<file path="src/rtl/quad_cascade_pkg.sv">
package quad_cascade_pkg;

    // Step classification produced by the phase stage.
    typedef enum logic [1:0] {
        STEP_NONE    = 2'd0,
        STEP_UP      = 2'd1,
        STEP_DOWN    = 2'd2,
        STEP_ILLEGAL = 2'd3
    } step_kind_e;

    // Registered state of the phase stage.
    typedef struct packed {
        logic [1:0] ref_ab;   // previous channel sample {a,b}
        logic       primed;   // reference captured since reset
        logic       event_v;  // a legal step was decoded last clock
        logic       dir;      // direction of the latest legal step
    } phase_state_t;

    // Classify a transition between two channel samples {a,b}.
    function automatic step_kind_e classify(input logic [1:0] prev_ab,
                                            input logic [1:0] cur_ab);
        logic [1:0] diff;
        diff = prev_ab ^ cur_ab;
        if (diff == 2'b00)      return STEP_NONE;
        else if (diff == 2'b11) return STEP_ILLEGAL;
        // Up when new A differs from old B (A leads B).
        else if ((cur_ab[1] ^ prev_ab[0]) == 1'b1) return STEP_UP;
        else                    return STEP_DOWN;
    endfunction

endpackage

</file>
<file path="src/rtl/quad_phase_stage.sv">
module quad_phase_stage
    import quad_cascade_pkg::*;
(
    input  logic clk,
    input  logic rst_n,
    input  logic a_i,
    input  logic b_i,
    output logic event_o,
    output logic dir_o
);

    phase_state_t st_d, st_q;
    step_kind_e   kind;

    always_comb begin
        st_d         = st_q;
        kind         = classify(st_q.ref_ab, {a_i, b_i});
        st_d.ref_ab  = {a_i, b_i};
        st_d.primed  = 1'b1;
        st_d.event_v = 1'b0;
        if (st_q.primed) begin
            if (kind == STEP_UP) begin
                st_d.event_v = 1'b1;
                st_d.dir     = 1'b1;
            end else if (kind == STEP_DOWN) begin
                st_d.event_v = 1'b1;
                st_d.dir     = 1'b0;
            end
        end
    end

    always_ff @(posedge clk or negedge rst_n) begin
        if (!rst_n) st_q <= '0;
        else        st_q <= st_d;
    end

    assign event_o = st_q.event_v;
    assign dir_o   = st_q.dir;

    // An event needs exactly one channel to have changed against a primed reference.
    assert_single_change_R3: assert property (@(posedge clk) disable iff (!rst_n)
        st_q.event_v |-> ($past(st_q.primed) && $countones(st_q.ref_ab ^ $past(st_q.ref_ab)) == 1));

    // No event in the clock that captures the first reference.
    assert_prime_quiet_R9: assert property (@(posedge clk) disable iff (!rst_n)
        ($rose(st_q.primed)) |-> !st_q.event_v);

    // Direction only moves when a legal step is decoded.
    assert_dir_moves_on_event_R5: assert property (@(posedge clk) disable iff (!rst_n)
        !st_q.event_v |-> $stable(st_q.dir));

endmodule

</file>
<file path="src/rtl/quad_count_stage.sv">
module quad_count_stage #(
    parameter int WIDTH = 16
) (
    input  logic             clk,
    input  logic             rst_n,
    input  logic             event_i,
    input  logic             up_i,
    output logic [WIDTH-1:0] count_o,
    output logic             step_o,
    output logic             wrap_o
);

    localparam logic [WIDTH-1:0] ONE  = {{(WIDTH-1){1'b0}}, 1'b1};
    localparam logic [WIDTH-1:0] TOP  = {WIDTH{1'b1}};

    typedef struct packed {
        logic [WIDTH-1:0] count;
        logic             step;
        logic             wrap;
        logic             last_up;
    } count_state_t;

    count_state_t cs_d, cs_q;

    always_comb begin
        cs_d      = cs_q;
        cs_d.step = 1'b0;
        cs_d.wrap = 1'b0;
        if (event_i) begin
            cs_d.step    = 1'b1;
            cs_d.last_up = up_i;
            if (up_i) begin
                cs_d.count = cs_q.count + ONE;
                cs_d.wrap  = (cs_q.count == TOP);
            end else begin
                cs_d.count = cs_q.count - ONE;
                cs_d.wrap  = (cs_q.count == '0);
            end
        end
    end

    always_ff @(posedge clk or negedge rst_n) begin
        if (!rst_n) cs_q <= '0;
        else        cs_q <= cs_d;
    end

    assign count_o = cs_q.count;
    assign step_o  = cs_q.step;
    assign wrap_o  = cs_q.wrap;

    // Count moves by exactly one per step, in the recorded direction.
    assert_unit_step_R1: assert property (@(posedge clk) disable iff (!rst_n)
        (cs_q.step && cs_q.last_up) |-> cs_q.count == $past(cs_q.count) + ONE);
    assert_unit_step_R2: assert property (@(posedge clk) disable iff (!rst_n)
        (cs_q.step && !cs_q.last_up) |-> cs_q.count == $past(cs_q.count) - ONE);

    // Without a step the count holds.
    assert_hold_R10: assert property (@(posedge clk) disable iff (!rst_n)
        !cs_q.step |-> $stable(cs_q.count));

    // Carry/borrow only accompanies a step pulse.
    assert_wrap_with_step_R6: assert property (@(posedge clk) disable iff (!rst_n)
        cs_q.wrap |-> cs_q.step);

    // Overflow lands on zero, underflow on all ones.
    assert_overflow_R6: assert property (@(posedge clk) disable iff (!rst_n)
        (cs_q.wrap && cs_q.last_up) |-> cs_q.count == '0);
    assert_underflow_R7: assert property (@(posedge clk) disable iff (!rst_n)
        (cs_q.wrap && !cs_q.last_up) |-> cs_q.count == TOP);

endmodule

</file>
<file path="src/rtl/quad_cascade_decoder.sv">
module quad_cascade_decoder #(
    parameter int WIDTH = 16
) (
    input  logic             clk,
    input  logic             rst_n,
    input  logic             chan_a,
    input  logic             chan_b,
    output logic [WIDTH-1:0] position,
    output logic             dir_up,
    output logic             step_pulse,
    output logic             wrap_pulse
);

    logic evt;
    logic dir;

    quad_phase_stage u_phase (
        .clk     (clk),
        .rst_n   (rst_n),
        .a_i     (chan_a),
        .b_i     (chan_b),
        .event_o (evt),
        .dir_o   (dir)
    );

    quad_count_stage #(.WIDTH(WIDTH)) u_count (
        .clk     (clk),
        .rst_n   (rst_n),
        .event_i (evt),
        .up_i    (dir),
        .count_o (position),
        .step_o  (step_pulse),
        .wrap_o  (wrap_pulse)
    );

    assign dir_up = dir;

    // Every step pulse follows a decoded event one clock earlier.
    assert_pulse_follows_event_R4: assert property (@(posedge clk) disable iff (!rst_n)
        step_pulse |-> $past(evt));

    // Unless a newer step arrived, direction did not move when the pulse rose.
    assert_dir_settled_R5: assert property (@(posedge clk) disable iff (!rst_n)
        (step_pulse && !evt) |-> $stable(dir_up));

endmodule

</file>
<file path="config.mk">
export PLATFORM = sky130hd
export DESIGN_NAME = quad_cascade_decoder
export DESIGN_NICKNAME = d
export VERILOG_FILES = /design/src/rtl/quad_cascade_pkg.sv /design/src/rtl/quad_phase_stage.sv /design/src/rtl/quad_count_stage.sv /design/src/rtl/quad_cascade_decoder.sv
export SDC_FILE = /design/constraint.sdc
export NUM_CORES = 1
export LEC_CHECK = 0
export ABC_AREA = 1
export BUFFER_PORTS_ARGS = -buffer_cell sky130_fd_sc_hd__buf_2
export CAP_MARGIN = 20
export CORE_ASPECT_RATIO = 0.6
export CORE_UTILIZATION = 62
export CTS_CLUSTER_SIZE = 40
export DETAILED_ROUTE_END_ITERATION = 6
export PLACE_DENSITY = 0.83
export SETUP_SLACK_MARGIN = 0.3
export SKIP_LAST_GASP = 1
export SLEW_MARGIN = 20
export SYNTH_ARGS = -nofsm -noshare
export SYNTH_HDL_FRONTEND = slang
export SYNTH_SLANG_ARGS = --single-unit
</file>
<file path="constraint.sdc">
create_clock -name clk -period 5.1 [get_ports clk]
set_clock_uncertainty 0.15 [all_clocks]
set_input_delay 1.275 -clock clk [delete_from_list [all_inputs] [get_ports clk]]
set_output_delay 1.275 -clock clk [all_outputs]
set_load 0.02 [all_outputs]
</file>
==> flow_metrics.py <==
metrics = {
    "status": {
        "run_status": "finished clean",
    },
    "synthesis": {
        "syn_avg_cell_area_sq_um": 6.77,
        "ys_seq_area_share_pct": 30.5,
        "syn_inst": 279,
        "yosys_register_bits": 23,
        "synth_fp_nets": 300,
        "ys_types": 29,
        "synth_area_sq_um": 1890,
        "yosysWarnings": 0,
    },
    "floorplan": {
        "ioPinCount": 23,
        "fp.dieW_um": 73.3,
        "rows": 15,
        "initial_core_util_pct": 65.4,
        "die_h_um": 44.8,
        "die_area_sq_um": 3280,
        "coreArea_sq_um": 2890,
    },
    "sta": {
        "finalHoldViolations": 0,
        "slew_violations": 0,
        "tightest_slew_ns": 0.736,
        "min_period_ns": 2.40,
        "period_share_pct": 47.1,
        "setup-tns-final_ns": 0,
        "rsz0062_at_grt": "no",
        "setup-violations-final": 0,
        "slew_headroom_pct": 50.9,
        "clock.fmax_mhz": 416,
    },
    "routing": {
        "via_per_inst": 5.20,
        "antenna_left": 0,
        "first_pass_iters": 5,
        "routed_wl_um": 4180,
        "dr.first_iter.drc_count": 125,
        "vias": 1789,
        "drc": 0,
        "avgRoutedWirePerCell_um": 12.2,
    },
    "place": {
        "placedCellCount": 340,
        "dpl.hpwl_um": 3150,
        "numPortBuffers": 22,
        "routabilityCongestion": 0.879,
    },
    "finish": {
        "antennaDiodeCount": 0,
        "final_net_count": 324,
        "multi_input_area_sq_um": 1110,
        "fillers": 257,
        "register_area_sq_um": 576,
        "synthToLayoutAreaGrowth_pct": 10.3,
        "layout.cells.non_filler": 344,
        "drive_gt1_share_pct": 13.9,
    },
    "cts": {
        "cts_made_buffers": 3,
        "cts_resized": 0,
        "clock_path_buffers": 2,
        "htreeDepth": 1,
        "cts_root_buf": "clkbuf_8",
        "post_cts_buffers": 0,
        "cts_tree": "built",
        "cts.sinks": 23,
        "cts_hold_buf": 0,
        "clkSlewWorstSetupHoldPaths_ns": 0.09,
        "insertion_delay_ns": 0.27,
    },
    "worst_setup_path": {
        "critPathLaunch": "u_phase.dir_o$_DFFE_PN0P_",
        "worstPathMaxFanout": 7,
        "crit_path_cell_trace": "buf_2",
        "cp-start-kind": "flip-flop",
        "cp.required_ns": 3.67,
        "worstSetupPathType": "flip-flop to output pin",
        "cp_num_buf_inv": 1,
        "cp.arrival_ns": 0.98,
        "cpPeakStageDelay_ns": 0.49,
        "worstSetupEndpointType": "output pin",
        "critical_path.top_delay_family": "flip-flops",
        "slowest_stage": "dfrtp_1",
        "r2r-start": "u_phase.dir_o$_DFFE_PN0P_",
    },
    "hold_path": {
        "hp-class": "flip-flop to flip-flop",
        "min-delay-start": "u_phase.st_q[2]$_DFF_PN0_",
    },
    "global_route": {
        "grt_pass1_vias": 1449,
        "grt_antenna_before_repair": 0,
        "grtUsageTotal_pct": 27.9,
        "grt_max_degree": 24,
        "overflow": 0,
        "grt_pass1_wl_um": 6840,
    },
    "flow_run": {
        "max_cap_viol_count": 0,
    },
}
==> area by class of cell <==
class | count | share of cell area, %
Multi-Input combinational cell | 202 | 53.2
Clock inverter | 1 | 0.240
Clock buffer | 3 | 1.98
Inverter | 51 | 9.19
Timing Repair Buffer | 22 | 5.29
Tap cell | 42 | 2.52
Sequential cell | 23 | 27.6
==> layer usage <==
metal  wire length (um)  global-route usage, %  part of all wire, %  up-vias
met1               2200                   44.8                   53      792
met2               1650                   38.1                   39       67
met5                  0                      0                    0        -
li1                   -                      -                    -      926
met3                281                   6.25                  6.7        4
met4                 45                   3.92                  1.1        0
==> state kept, by name, indices dropped and copies added (netlist names) <==
register,flops
u_count.count_o,16
u_phase.st_q,3
u_count.step_o,1
u_count.wrap_o,1
u_phase.dir_o,1
u_phase.event_o,1
==> synthesized netlist by cell type <==
library cell	instances	area (sq um)
nand2_1	97	364
inv_1	48	180
dfrtp_1	23	576
nand3_1	19	95.1
ha_1	16	200
nor2_1	14	52.6
a21oi_1	9	45.0
nand4_1	5	31.3
nor3_1	5	25.0
nand2_2	4	25.0
o21ai_0	4	20.0
or2_1	4	25.0
xnor2_1	4	35.0
buf_2	3	15.0
inv_2	3	11.3
nand3_2	3	30.0
xor2_1	3	26.3
nand3b_1	2	15.0
nor3_2	2	20.0
o21ai_2	2	17.5
a21oi_4	1	16.3
and2_2	1	7.51
and3_1	1	6.26
conb_1	1	3.75
fa_1	1	20.0
nor4_1	1	6.26
o21ai_1	1	5.00
o22ai_1	1	6.26
o41ai_1	1	8.76
==> cell families (layout without fill, tap and decap cells) <==
| group | Yosys count | in the layout | share of synthesized area [%] |
|---|---|---|---|
| AOI/OAI and AO/OA | 19 | 19 | 6.29 |
| DFF | 23 | 23 | 30.5 |
| other | 1 | 1 | 0.198 |
| buffers and inverters | 54 | 77 | 10.9 |
| xor gates and xnor gates | 7 | 7 | 3.25 |
| and+or+nand+nor | 158 | 158 | 37.2 |
| adders and majority gates | 17 | 17 | 11.7 |
==> through the flow <==
| step | setup slack, ns | hold slack (ns) | instance area, sq um | utilization [%] |
|---|---|---|---|---|
| after detailed placement | 2.54 | 0.334 | 2040 | 70.5 |
| final | 2.70 | 0.348 | 2080 | 72.1 |
| after global routing | 2.55 | 0.391 | 2080 | 72.1 |
| after global placement | 2.57 | 0.334 | 2040 | 70.5 |
| after floorplan | 2.74 | 0.199 | 1890 | - |
| after CTS | 2.71 | 0.350 | 2080 | 72.1 |
==> final timing paths <==
| check | endpoint | slack (ns) | depth (start not counted) |
|---|---|---|---|
| setup reg to reg | u_count.count_o[7]$_DFFE_PN0P_ | 2.70 | 9 |
| hold reg to reg | u_phase.event_o$_DFF_PN0_ | 0.35 | 2 |
| hold / removal | u_phase.event_o$_DFF_PN0_ | 0.35 | 2 |
| max in group asynchronous | u_count.count_o[3]$_DFFE_PN0P_ | 3.62 | 1 |
| min in group asynchronous | u_count.count_o[11]$_DFFE_PN0P_ | 0.82 | 1 |
| setup / recovery | dir_up | 2.70 | 1 |
==> layout by cell type, fill, tap and decap left out, types with 4 or more instances in the layout <==
cell     instances
nor2_1          14
inv_1           48
nand3_1         19
xnor2_1          4
nor3_1           5
ha_1            16
a21oi_1          9
or2_1            4
nand2_2          4
buf_2           22
nand2_1         97
o21ai_0          4
nand4_1          5
dfrtp_1         23
Power is left out: the tool's default activity adds up to more than one toggle a clock period on the data nets, which glitch-free logic cannot reach.
